`config.mk`:
```
export PLATFORM = sky130hd
export DESIGN_NAME = flash_pd_ctrl
export DESIGN_NICKNAME = d
export VERILOG_FILES = /design/src/rtl/flash_pd_pkg.sv /design/src/rtl/pin_sync.sv /design/src/rtl/frame_rx.sv /design/src/rtl/pwr_mode_fsm.sv /design/src/rtl/flash_pd_ctrl.sv
export SDC_FILE = /design/constraint.sdc
export NUM_CORES = 1
export LEC_CHECK = 0
export BUFFER_PORTS_ARGS = -buffer_cell sky130_fd_sc_hd__buf_2
export CORE_UTILIZATION = 50
export DETAILED_ROUTE_END_ITERATION = 10
export HOLD_SLACK_MARGIN = 0.12
export PLACE_DENSITY = 0.74
export SYNTH_ARGS = -nofsm -noshare
export SYNTH_HDL_FRONTEND = slang
export SYNTH_SLANG_ARGS = --single-unit
```
`constraint.sdc`:
```
create_clock -name clk_i -period 2.4 [get_ports clk_i]
set_clock_uncertainty 0.1 [all_clocks]
set_input_delay 0.24 -clock clk_i [delete_from_list [all_inputs] [get_ports clk_i]]
set_output_delay 0.24 -clock clk_i [all_outputs]
set_load 0.01 [all_outputs]
```
`src/rtl/flash_pd_pkg.sv`:
```
`timescale 1ns/1ps
package flash_pd_pkg;
  typedef enum logic [1:0] {
    MODE_STBY  = 2'd0,
    MODE_ENTER = 2'd1,
    MODE_DPD   = 2'd2,
    MODE_REL   = 2'd3
  } mode_e;

  localparam logic [7:0] OP_SLEEP = 8'hB9;
  localparam logic [7:0] OP_WAKE  = 8'hAB;
  localparam int unsigned OP_BITS    = 8;
  localparam int unsigned DUMMY_BITS = 24;
  localparam int unsigned SIG_BITS   = 8;
  localparam int unsigned SIG_START  = OP_BITS + DUMMY_BITS;
  localparam int unsigned FRAME_BITS = SIG_START + SIG_BITS;
  localparam int unsigned CNT_W      = $clog2(FRAME_BITS + 1);
endpackage

```
`src/rtl/pin_sync.sv`:
```
`timescale 1ns/1ps
module pin_sync #(
  parameter int unsigned W = 3,
  parameter logic [W-1:0] RST_VAL = '0
) (
  input  logic         clk_i,
  input  logic         rst_ni,
  input  logic [W-1:0] d_i,
  output logic [W-1:0] q_o
);
  for (genvar g = 0; g < W; g++) begin : g_bit
    logic s1_q, s2_q;
    always_ff @(posedge clk_i or negedge rst_ni) begin
      if (!rst_ni) begin
        s1_q <= RST_VAL[g];
        s2_q <= RST_VAL[g];
      end else begin
        s1_q <= d_i[g];
        s2_q <= s1_q;
      end
    end
    assign q_o[g] = s2_q;
  end
endmodule

```
`src/rtl/frame_rx.sv`:
```
`timescale 1ns/1ps
module frame_rx
  import flash_pd_pkg::*;
#(
  parameter logic [7:0] SIG_BYTE = 8'h10
) (
  input  logic             clk_i,
  input  logic             rst_ni,
  input  logic             cs_s_i,
  input  logic             sck_rise_i,
  input  logic             sck_fall_i,
  input  logic             mosi_s_i,
  input  logic             busy_i,
  input  mode_e            mode_i,
  output logic [CNT_W-1:0] cnt_o,
  output logic             sleep_ok_o,
  output logic             wake_ok_o,
  output logic             bit_o,
  output logic             drive_o
);
  localparam logic [CNT_W-1:0] LAST_OP  = CNT_W'(OP_BITS - 1);
  localparam logic [CNT_W-1:0] OPC_DONE = CNT_W'(OP_BITS);
  localparam logic [CNT_W-1:0] SIG_BEG  = CNT_W'(SIG_START);
  localparam logic [CNT_W-1:0] CNT_MAX  = CNT_W'(FRAME_BITS);

  logic [CNT_W-1:0] cnt_q;
  logic [7:0]       sr_q;
  logic [7:0]       opc_nxt;
  logic [2:0]       idx_q;
  logic             sleep_q, wake_q, bit_q, drv_q;

  assign opc_nxt = {sr_q[6:0], mosi_s_i};

  always_ff @(posedge clk_i or negedge rst_ni) begin
    if (!rst_ni) begin
      cnt_q   <= '0;
      sr_q    <= '0;
      idx_q   <= '0;
      sleep_q <= 1'b0;
      wake_q  <= 1'b0;
      bit_q   <= 1'b0;
      drv_q   <= 1'b0;
    end else if (cs_s_i) begin
      cnt_q   <= '0;
      idx_q   <= '0;
      sleep_q <= 1'b0;
      wake_q  <= 1'b0;
      bit_q   <= 1'b0;
      drv_q   <= 1'b0;
    end else begin
      if (sck_rise_i) begin
        if (cnt_q < CNT_MAX) cnt_q <= cnt_q + 1'b1;
        if (cnt_q < OPC_DONE) sr_q <= opc_nxt;
        // decode at the eighth bit against the mode current at that moment
        if (cnt_q == LAST_OP) begin
          sleep_q <= (opc_nxt == OP_SLEEP) && (mode_i == MODE_STBY);
          wake_q  <= (opc_nxt == OP_WAKE) && !busy_i &&
                     ((mode_i == MODE_STBY) || (mode_i == MODE_DPD));
        end
      end
      if (sck_fall_i && wake_q && (cnt_q >= SIG_BEG)) begin
        bit_q <= SIG_BYTE[3'd7 - idx_q];
        idx_q <= idx_q + 1'b1;
        drv_q <= 1'b1;
      end
    end
  end

  assign cnt_o      = cnt_q;
  assign sleep_ok_o = sleep_q;
  assign wake_ok_o  = wake_q;
  assign bit_o      = bit_q;
  assign drive_o    = drv_q;
endmodule

```
`src/rtl/pwr_mode_fsm.sv`:
```
`timescale 1ns/1ps
module pwr_mode_fsm
  import flash_pd_pkg::*;
#(
  parameter int unsigned T_DP  = 200,
  parameter int unsigned T_RES = 300
) (
  input  logic             clk_i,
  input  logic             rst_ni,
  input  logic             cs_rise_i,
  input  logic [CNT_W-1:0] cnt_i,
  input  logic             sleep_ok_i,
  input  logic             wake_ok_i,
  output mode_e            mode_o
);
  localparam int unsigned T_MAX = (T_DP > T_RES) ? T_DP : T_RES;
  localparam int unsigned TW    = $clog2(T_MAX + 1);
  localparam logic [TW-1:0] LD_DP  = TW'(T_DP - 1);
  localparam logic [TW-1:0] LD_RES = TW'(T_RES - 1);
  localparam logic [CNT_W-1:0] OPC_DONE = CNT_W'(OP_BITS);
  localparam logic [CNT_W-1:0] CNT_MAX  = CNT_W'(FRAME_BITS);

  mode_e          mode_q, mode_d;
  logic [TW-1:0]  tmr_q, tmr_d;

  always_comb begin
    mode_d = mode_q;
    tmr_d  = tmr_q;
    unique case (mode_q)
      MODE_STBY: begin
        if (cs_rise_i && sleep_ok_i && (cnt_i == OPC_DONE)) begin
          mode_d = MODE_ENTER;
          tmr_d  = LD_DP;
        end
      end
      MODE_DPD: begin
        if (cs_rise_i && wake_ok_i) begin
          if (cnt_i == CNT_MAX) begin
            mode_d = MODE_STBY;
          end else begin
            mode_d = MODE_REL;
            tmr_d  = LD_RES;
          end
        end
      end
      MODE_ENTER, MODE_REL: begin
        if (tmr_q == '0) mode_d = (mode_q == MODE_ENTER) ? MODE_DPD : MODE_STBY;
        else             tmr_d  = tmr_q - 1'b1;
      end
      default: mode_d = MODE_STBY;
    endcase
  end

  always_ff @(posedge clk_i or negedge rst_ni) begin
    if (!rst_ni) begin
      mode_q <= MODE_STBY;
      tmr_q  <= '0;
    end else begin
      mode_q <= mode_d;
      tmr_q  <= tmr_d;
    end
  end

  assign mode_o = mode_q;
endmodule

```
`src/rtl/flash_pd_ctrl.sv`:
```
`timescale 1ns/1ps
module flash_pd_ctrl
  import flash_pd_pkg::*;
#(
  parameter logic [7:0]  SIG_BYTE = 8'h10,
  parameter int unsigned T_DP     = 200,
  parameter int unsigned T_RES    = 300
) (
  input  logic clk_i,
  input  logic rst_ni,
  input  logic cs_ni,
  input  logic sck_i,
  input  logic mosi_i,
  input  logic busy_i,
  output logic miso_o,
  output logic miso_oe_o,
  output logic standby_o,
  output logic deep_pd_o,
  output logic trans_o
);
  logic [2:0]       pins_s;
  logic             cs_s, sck_s, mosi_s;
  logic             cs_q, sck_q;
  logic             sck_rise, sck_fall, cs_rise;
  logic [CNT_W-1:0] cnt;
  logic             sleep_ok, wake_ok, drive;
  mode_e            mode;

  pin_sync #(.W(3), .RST_VAL(3'b100)) u_sync (
    .clk_i (clk_i),
    .rst_ni(rst_ni),
    .d_i   ({cs_ni, sck_i, mosi_i}),
    .q_o   (pins_s)
  );
  assign {cs_s, sck_s, mosi_s} = pins_s;

  always_ff @(posedge clk_i or negedge rst_ni) begin
    if (!rst_ni) begin
      cs_q  <= 1'b1;
      sck_q <= 1'b0;
    end else begin
      cs_q  <= cs_s;
      sck_q <= sck_s;
    end
  end

  assign sck_rise = sck_s & ~sck_q & ~cs_s;
  assign sck_fall = ~sck_s & sck_q & ~cs_s;
  assign cs_rise  = cs_s & ~cs_q;

  frame_rx #(.SIG_BYTE(SIG_BYTE)) u_rx (
    .clk_i     (clk_i),
    .rst_ni    (rst_ni),
    .cs_s_i    (cs_s),
    .sck_rise_i(sck_rise),
    .sck_fall_i(sck_fall),
    .mosi_s_i  (mosi_s),
    .busy_i    (busy_i),
    .mode_i    (mode),
    .cnt_o     (cnt),
    .sleep_ok_o(sleep_ok),
    .wake_ok_o (wake_ok),
    .bit_o     (miso_o),
    .drive_o   (drive)
  );

  pwr_mode_fsm #(.T_DP(T_DP), .T_RES(T_RES)) u_fsm (
    .clk_i     (clk_i),
    .rst_ni    (rst_ni),
    .cs_rise_i (cs_rise),
    .cnt_i     (cnt),
    .sleep_ok_i(sleep_ok),
    .wake_ok_i (wake_ok),
    .mode_o    (mode)
  );

  assign miso_oe_o = drive & ~cs_s;
  assign standby_o = (mode == MODE_STBY);
  assign deep_pd_o = (mode == MODE_DPD);
  assign trans_o   = (mode == MODE_ENTER) || (mode == MODE_REL);
endmodule

```
# Word level (Yosys, flattened, before mapping)

Memory sizes are Yosys's and may differ from the RTL's.
Cells that the tools add are included.

Memories kept: 1
Bits of input ports: 6
ROM bits: 8
Flip-flop bits (word level): 39
Output and inout bits: 5
Logic and storage cells: 99

Memory list:

| memory          | depth | bits a word | read ports | clocked after Yosys merged registers in | wr ports | line           | source |
|---|---|---|---|---|---|---|---|
| (no name shown) | 8     | 1           | 1          | 0                                       | 0        | frame_rx.sv:62 | `bit_q <= SIG_BYTE[3'd7 - idx_q];` |

Bitwise operators: 10
Magnitude comparators: 4
Reductions and logical operators: 23
Muxes and demuxes: 27
Add/sub/neg operators: 4
Equal/unequal tests: 13

Operators with widths:

| kind                | number |
|---|---|
| $mux 9              | 4 |
| $pmux 9 s3          | 1 |
| $mux 6              | 3 |
| $eq 8x8->1 const B  | 2 |
| $mux 1              | 11 |
| $mux 2              | 5 |
| $logic_not 9->1     | 1 |
| $sub 9x1->9 const B | 1 |
| $logic_and 1x1->1   | 8 |
| $reduce_bool 2->1   | 4 |
| $add 6x1->6 const B | 1 |
| $and 1x1->1         | 6 |
| $eq 6x3->1 const B  | 1 |
| $eq 6x4->1 const B  | 1 |
| $eq 6x6->1 const B  | 1 |
| $ge 6x6->1 const B  | 1 |
| $lt 6x4->1 const B  | 1 |
| $lt 6x6->1 const B  | 1 |
| $mux 3              | 2 |
| $ne 2x1->1 const B  | 3 |
| $pmux 2 s3          | 1 |
| $reduce_and 3->1    | 2 |
| $eq 2x2->1 const B  | 2 |
| $lt 3x4->1 const B  | 1 |
| other kinds (11)    | 17 |

# Longest topological paths before layout

Gate-level depths: netlist of the first run.

Depth in word-level cells: 7
Depth in mapped cells: 6
Depth with buffers taken out: 6

# Hierarchy

A second synthesis of the first run with hierarchy kept.

Cells, all modules: 178
Area total of the unflattened synthesis: 1960.6 um^2

Modules (own cells, without submodules):

| module        | sequential area each (um^2) | area each (um^2) | instances | cells an instance |
|---|---|---|---|---|
| frame_rx      | 500.5                       | 950.9            | 1         | 87 |
| pwr_mode_fsm  | 275.3                       | 742.0            | 1         | 73 |
| pin_sync      | 152.6                       | 175.2            | 1         | 9 |
| flash_pd_ctrl | 51.3                        | 92.6             | 1         | 9 |

# Worst setup path before layout of the first run

Ideal clock, no wire load.

Kind: reg-to-reg
From: register u_sync.g_bit[2].s2_q
To: register u_fsm.tmr_q[3]
Path buffers: 1
Clock period less this slack: 1.782 ns
Slack: 0.618 ns
Stages on the path, launching flop included: 6
Arrival: 1.558 ns
Setup time: 0.124 ns
Required time: 2.176 ns
Path through: dfstp_2 > buf_2 > and4bb_2 > and3_2 > o2111ai_2 > a211o_1

Cells in the longest elaborated chain, start to end: 5
Elaborated cells on any way between the ends: 7
Those cells by class: eq/ne: 2; bitwise: 1; reduce/logical: 4

RTL lines:

| what                           | line                | source |
|---|---|---|
| start: declaration             | pin_sync.sv:12      | `logic s1_q, s2_q;` |
| start signal: assignment       | pin_sync.sv:16      | `s2_q <= RST_VAL[g];` |
| start signal: assignment       | pin_sync.sv:19      | `s2_q <= s1_q;` |
| $and 1x1->1 (*)                | flash_pd_ctrl.sv:49 | `assign cs_rise = cs_s & ~cs_q;` |
| $logic_and 1x1->1 (2 in a row) | pwr_mode_fsm.sv:31  | `if (cs_rise_i && sleep_ok_i && (cnt_i == OPC_DONE)) begin` |
| $ne 2x1->1 (no line)           | -                   |  |
| $reduce_and 4->1 (no line) (*) | -                   |  |
| end signal: assignment         | pwr_mode_fsm.sv:60  | `tmr_q <= tmr_d;` |
| end: declaration               | pwr_mode_fsm.sv:24  | `logic [TW-1:0] tmr_q, tmr_d;` |

Mark *: on every way between the ends. The rest lies on a longest branch, timed or not.
A chain may end at the register's enable or synchronous reset.

# Worst setup path in the final report of the first run

From: register u_fsm.tmr_q[0]
To: register u_fsm.tmr_q[3]

Cells in the longest elaborated chain, start to end: 3
Elaborated cells on any way between the ends: 6
Those cells by class: add/sub: 1; eq/ne: 1; mux: 2; reduce/logical: 2

RTL lines:

| what                                                  | line |
|---|---|
| $sub 9x1->9 / $logic_not 9->1 (equally long branches) | pwr_mode_fsm.sv:48, pwr_mode_fsm.sv:47 |
| $mux 9 / $ne 2x2->1 (equally long branches)           | - |
| $pmux 9 s3 / $reduce_and 4->1 (equally long branches) | - |

Parallel ways exist; a longest one is shown, timed or not. The select of a mux whose other input is x is not followed.

==> results of run 1 <==
## per-layer routing
layer | vias to the layer above | global-route usage
met5 | - | 0
met1 | 692 | 0.2379
met4 | 0 | 0.08889
li1 | 675 | -
met2 | 36 | 0.3289
met3 | 12 | 0.05179
## cells in the mapped netlist, drive strengths merged (3+ instances only)
cell type	n
inv	11
a21oi	7
and3	3
nand3b	3
nand3	6
xnor2	4
xor2	4
mux2	8
nor2b	4
dfrtp	36
nor2	13
dfstp	3
nor3b	3
nand2	16
o31ai	3
o21ai	3
nor3	4
clkbuf	4
ha	5
## registers in the layout, summed over array words and instances, names as in the netlist
name,flops
u_fsm.mode_o,2
sck_q,1
u_rx.sr_q,7
u_rx.bit_o,1
cs_q,1
u_fsm.tmr_q,9
u_sync.g_bit.s2_q,3
u_rx.drive_o,1
u_rx.cnt_o,6
u_rx.sleep_ok_o,1
u_rx.idx_q,3
u_rx.wake_ok_o,1
u_sync.g_bit.s1_q,3
## cell families (layout without fill, tap and decap cells)
logic type / count (synthesis) / in the layout / share of synthesized area
buffers and inverters: 17 / 35 / 0.03803
multiplexers: 8 / 8 / 0.04642
flip-flops: 39 / 39 / 0.5048
AO/OA/AOI/OAI: 31 / 31 / 0.1244
adder cells (fa/ha/maj): 5 / 5 / 0.03224
AND/OR/NAND/NOR: 69 / 69 / 0.2179
XOR/XNOR: 8 / 8 / 0.03610
## path summary, 6_finish.rpt
| check | cells after the start | to |
|---|---|---|
| max in group asynchronous | 2 | u_fsm.tmr_q[4]$_DFFE_PN0P_ |
| worst min register to register | 0 | u_sync.g_bit[2].s2_q$_DFF_PN1_ |
| worst min-delay path | 4 | u_rx.wake_ok_o$_DFFE_PN0P_ |
| min in group asynchronous | 2 | u_fsm.mode_o[0]$_DFFE_PN0P_ |
| worst max-delay path | 6 | u_fsm.tmr_q[3]$_DFFE_PN0P_ |
| worst max register to register | 6 | u_fsm.tmr_q[3]$_DFFE_PN0P_ |
## power breakdown
group	internal, W	switching (W)	total (W)
Clock	0.000204	0.000217	0.000421
Combinational	0.0000619	0.0000475	0.000109
Sequential	0.000716	0.0000429	0.000759
Total	0.000982	0.000308	0.00129
## what timing repair did
action | in CTS | in global routing
resized for setup | 0 | 0
hold buffers | 4 | 0
hold endpoints to repair | 39 | 0
## per-stage QoR
stage	hold slack [ns]	cell area, sq um	util	std cells
floorplan	-0.1556	1941	-	177
global placement	0.2331	2033	0.5512	231
detailed placement	0.2477	2033	0.5512	231
CTS	0.1423	2155	0.5841	243
global route	0.1656	2155	0.5841	243
finish	0.1427	2155	0.5841	243
## area by class of cell
| cell class | count | area (sq um) | share of cell area |
|---|---|---|---|
| well taps | 48 | 60.06 | 0.02787 |
| inverters | 11 | 41.29 | 0.01916 |
| flip-flops and latches | 39 | 979.7 | 0.4547 |
| clock buffers | 7 | 76.32 | 0.03542 |
| repair buffers | 16 | 105.1 | 0.04878 |
| multi-input cells | 121 | 887.1 | 0.4117 |
| clock inverters | 1 | 5.005 | 0.002323 |
## worst max-delay path: cells and delay by family (launching register included)
kind | cells | cell delay [ns]
AO/OA/AOI/OAI | 1 | 0.26
adder cells (fa/ha/maj) | 1 | 0.22
AND/OR/NAND/NOR | 3 | 0.77
buffers and inverters | 1 | 0.08
flip-flops | 1 | 0.43
==> impl_metrics.toml, run 1 <==
[critical_path]
reg2reg_slack_ns = 0.43
required_ns = 2.48
arrival_ns = 2.05
worstPathCellList = "inv_1 > ha_1 > nor4b_2 > nand3_1 > and4_1 > a211o_1"
crit_type = "flip-flop to flip-flop"
path_max_fanout = 5
r2r-start = "u_fsm.tmr_q[0]$_DFFE_PN0P_"
end_kind = "flip-flop"
critPathSlowestCell = "dfrtp_1"
crit_path_start_kind = "flip-flop"
cp_slowest_stage_delay_ns = 0.43
crit_path_start = "u_fsm.tmr_q[0]$_DFFE_PN0P_"

[sta]
worst_slew_pin_slew_ns = 0.8263
rsz0062_at_grt = "false"
setup_viol = 0
hold_viol = 0
finalCritPeriodShare = 0.8197
period_minus_slack_ns = 1.967
finalSetupTns_ns = 0
fin_ws_ns = 0.4326
max_freq_mhz = 508.3
finalMaxSlewViolations = 0
maxSlewHeadroom = 0.4491

[synthesis]
synthFlopType = "dfrtp_1"
synthDominantCellAreaShare = 0.4642
avgSynthCellArea_sq_um = 10.96
ys_seq_area_frac = 0.5048
synthesis.instances = 177
synth.net_count = 188
synth_top_area_cell = "dfrtp_1"
synth_cell_types = 53
syn_area_sq_um = 1941
ys_warn_count = 0
synth-edff-count = 0
async_flop_share = 1.000
ys_top_cells_by_area = "dfrtp_1 (46%), mux2_2 (4.6%), dfstp_2 (4.1%), ha_1 (3.2%), nand2_1 (3.1%)"
ys_seq_elements = 39

[placed_design]
dpl.hpwl_mm = 2.555
place_congestion = 0.8525
io_buffers = 10
dp_slack_ns = 0.4360

[flow_run]
max_cap_violations = 0

[global_routing]
grt_max_degree = 40
grt_first_pass_wirelength_mm = 6.175
grt_usage = 0.1975
overflow = 0
grt_pass1_vias = 1393
antenna_found_initial = 0

[cts]
post-cts-setup-buffers = 0
cts_buffers = 5
insertion_delay_ns = 0.29
clock-root-buffer = "clkbuf_8"
cts_max_level = 2
clockBufferDepth = 2
clk_pin_slew_ns = 0.08
cts_tree = "done"
clock-sinks = 39

[detailed_routing]
postRouteAntennaNets = 0
met3WireLength_microns = 175
via_count = 1415
dr.pass1.iters = 4
wl_met2_mm = 1.660
drc = 0
wl_per_cell_microns = 14.65
wl_met1_mm = 1.642
drtIter0Drc = 77
vias_per_cell = 5.823
top_layer = "met4"
finalWirelength_mm = 3.559

[layout]
fillers = 337
mostFrequentLayoutCells = "dfrtp_1 (36), nand2_1 (16), nor2_1 (12)"
syn_to_final_growth_pct = 11.03
layout_commonest_cell = "dfrtp_1"
drive_gt1_frac = 0.2154
antenna_cells = 0
nets = 205

[die]
die-area_sq_um = 4134
initial_core_util = 0.5261
die_h_microns = 64.30
core_sq_um = 3689
fp-row-count = 22
die_w_microns = 64.30
ios = 11

[worst_hold_path]
hp-start = "busy_i"
min_path_type = "input pin to flip-flop"

[run_status]
status = "completed"

[power]
ir_drop_mv = 0.4432
power_density_nw_per_um2 = 598.7
p_leak_nw = 0.9847
total_power_w = 0.001290
Note: power is estimated with default switching activity, not from simulation.
==> run 2: changes to the inputs <==
--- a/config.mk
+++ b/config.mk
@@ -5,6 +5,7 @@
 export SDC_FILE = /design/constraint.sdc
 export NUM_CORES = 1
 export LEC_CHECK = 0
+export ABC_AREA = 1
 export BUFFER_PORTS_ARGS = -buffer_cell sky130_fd_sc_hd__buf_2
 export CORE_UTILIZATION = 50
 export DETAILED_ROUTE_END_ITERATION = 10
==> constraint.sdc (replaced) <==
create_clock -name clk_i -period 2 [get_ports clk_i]
set_clock_uncertainty 0.1 [all_clocks]
set_input_delay 0.2 -clock clk_i [delete_from_list [all_inputs] [get_ports clk_i]]
set_output_delay 0.2 -clock clk_i [all_outputs]
set_load 0.01 [all_outputs]
==> run 2 against run 1 <==
  * Fmax grew 18%
  * Final cell count grew 34%
  * Via count grew 18%
  * Flip-flop and latch count is the same
  * Area after synthesis grew 3.4%
  * Sequential power grew 13%
  * Sequential share of layout area shrank 2.8 points
==> impl_metrics.toml, run 2 <==
[run_status]
status = "completed"

[synthesis]
synth.net_count = 266
ys_warn_count = 0
syn_area_sq_um = 2006
async_flop_share = 1.000
yosysMostFrequentCell = "nand2_1"
synthDominantCellAreaShare = 0.4492
synthTopCellsByCount = "nand2_1 (67), dfrtp_1 (36), nor2_1 (36)"
synthesis.instances = 255
ys_seq_elements = 39
ys_top_cells_by_area = "dfrtp_1 (45%), nand2_1 (13%), nor2_1 (6.7%), inv_1 (6.4%), nand3_1 (5.5%)"
synthFlopType = "dfrtp_1"
avgSynthCellArea_sq_um = 7.865
ys_seq_area_frac = 0.4885
synth-edff-count = 0
synth_top_area_cell = "dfrtp_1"
synth_cell_types = 25

[critical_path]
arrival_ns = 1.75
crit_path_start_kind = "flip-flop"
required_ns = 2.08
path_max_fanout = 5
end_kind = "flip-flop"
crit_type = "flip-flop to flip-flop"

[sta]
finalCritPeriodShare = 0.8335
fin_ws_ns = 0.3331
max_freq_mhz = 599.9
period_minus_slack_ns = 1.667
maxSlewHeadroom = 0.6881
rsz0062_at_grt = "false"
worst_slew_pin_slew_ns = 0.4678
finalSetupTns_ns = 0
finalMaxSlewViolations = 0
hold_viol = 0
setup_viol = 0

[die]
die_h_microns = 65.34
ios = 11
die-area_sq_um = 4269
die_w_microns = 65.34
core_sq_um = 3744
fp-row-count = 22
initial_core_util = 0.5358

[cts]
clock-sinks = 39
clockBufferDepth = 2
post-cts-setup-buffers = 0
insertion_delay_ns = 0.30
cts_tree = "done"
postCtsHoldBufs = 4
clock-root-buffer = "clkbuf_8"
cts_resized = 0
cts_max_level = 2
clk_pin_slew_ns = 0.07
cts_buffers = 5

[detailed_routing]
wl_per_cell_microns = 11.22
dr.pass1.iters = 4
drtIter0Drc = 110
via_count = 1672
vias_per_cell = 5.145
drc = 0
finalWirelength_mm = 3.646
postRouteAntennaNets = 0

[layout]
antenna_cells = 0
mostFrequentLayoutCells = "nand2_1 (67), nor2_1 (36), dfrtp_1 (36)"
largest_register_ffs = 9
layout_commonest_cell = "nand2_1"
top_register = "u_fsm.tmr_q"
syn_to_final_growth_pct = 14.60
final_cell_area_sq_um = 2298
nets = 287
drive_gt1_frac = 0.1264

[power]
ir_drop_mv = 0.4209
power_density_nw_per_um2 = 766.6
p_leak_nw = 1.160

[global_routing]
antenna_found_initial = 0
grt_first_pass_wirelength_mm = 6.513
overflow = 0
grt_max_degree = 40
grt_usage = 0.2022
grt_pass1_vias = 1526

[placed_design]
placed_area_sq_um = 2118
io_buffers = 10
place_congestion = 0.8612
dp_slack_ns = 0.3468
dpl.hpwl_mm = 2.694

[flow_run]
max_cap_violations = 0

[worst_hold_path]
min_path_type = "input pin to flip-flop"
[run 2: cell count changes in the layout (fill, tap and decap cells not counted), moves of 4 or more]
cell / delta
inv_1: +23
mux2_2: -8
nand2_1: +51
nand3_1: +16
nand4_1: +12
nor2_1: +24
nor2b_1: -4
o21ai_0: +6
xnor2_1: -4
xor2_1: -4
[run 2: layout make-up]
cell class,instances,area (sq um)
Fill cell,334,1445
Sequential cell,39,979.7
Multi-Input combinational cell,177,870.8
Inverter,36,135.1
Timing Repair Buffer,17,112.6
Clock inverter,3,71.32
Clock buffer,5,68.82
Tap cell,48,60.06
[run 2: path summary, 6_finish.rpt]
check	start	endpoint	slack, ns	cells after the start
max in group asynchronous	rst_ni	u_sync.g_bit[2].s1_q$_DFF_PN1_	1.07	3
min in group asynchronous	rst_ni	u_rx.cnt_o[0]$_DFFE_PN0P_	0.37	3
hold reg to reg	u_sync.g_bit[0].s1_q$_DFF_PN0_	u_sync.g_bit[0].s2_q$_DFF_PN0_	0.26	0
setup reg to reg	u_fsm.tmr_q[0]$_DFFE_PN0P_	u_fsm.tmr_q[8]$_DFFE_PN0P_	0.33	9
setup / recovery	u_fsm.tmr_q[0]$_DFFE_PN0P_	u_fsm.tmr_q[8]$_DFFE_PN0P_	0.33	9
hold / removal	busy_i	u_rx.wake_ok_o$_DFFE_PN0P_	0.20	6
[run 2: critical path: stages, from the launching register on]
cell and delay, ns:
dfrtp_1 0.39, inv_1 0.10, ha_1 0.24, nand2_1 0.07
nor2_1 0.21, nand3_1 0.17, nor2_1 0.12, nor2_1 0.05
nand3_1 0.06, nand2_1 0.06
[run 2: metrics by stage]
stage | hold WS (ns) | cells | total power, W | util
final | 0.2006 | 325 | 0.001762 | 0.6140
after global routing | 0.2345 | 325 | 0.001826 | 0.6140
after CTS | 0.2032 | 325 | 0.001782 | 0.6140
after detailed placement | 0.1729 | 313 | 0.0009748 | 0.5658
after global placement | 0.1771 | 313 | 0.0009703 | 0.5658
after floorplan | -0.1956 | 255 | 0.0009332 | -
[run 2: logic make-up (layout without fill, tap and decap cells)]
family | count (synthesis) | after routing | share of synthesized area
DFF | 39 | 39 | 0.4885
and+or+nand+nor | 149 | 149 | 0.3344
buffers and inverters | 39 | 61 | 0.07735
AOI/OAI and AO/OA | 23 | 23 | 0.06862
adders and majority gates | 5 | 5 | 0.03119
[run 2: power breakdown]
group	internal (W)	leakage [nW]	total, W	switching (W)
clock	0.000506	0.0703	0.000799	0.000293
combinational	0.0000381	0.584	0.000104	0.0000663
sequential	0.000833	0.506	0.000858	0.0000252
[run 2: per-layer routing]
layer	up-vias	wire length, microns	GRT usage
li1	858	-	-
met1	770	1723	0.2695
met2	37	1681	0.3144
met3	7	175	0.03646
met4	0	65	0.1033
met5	-	0	0
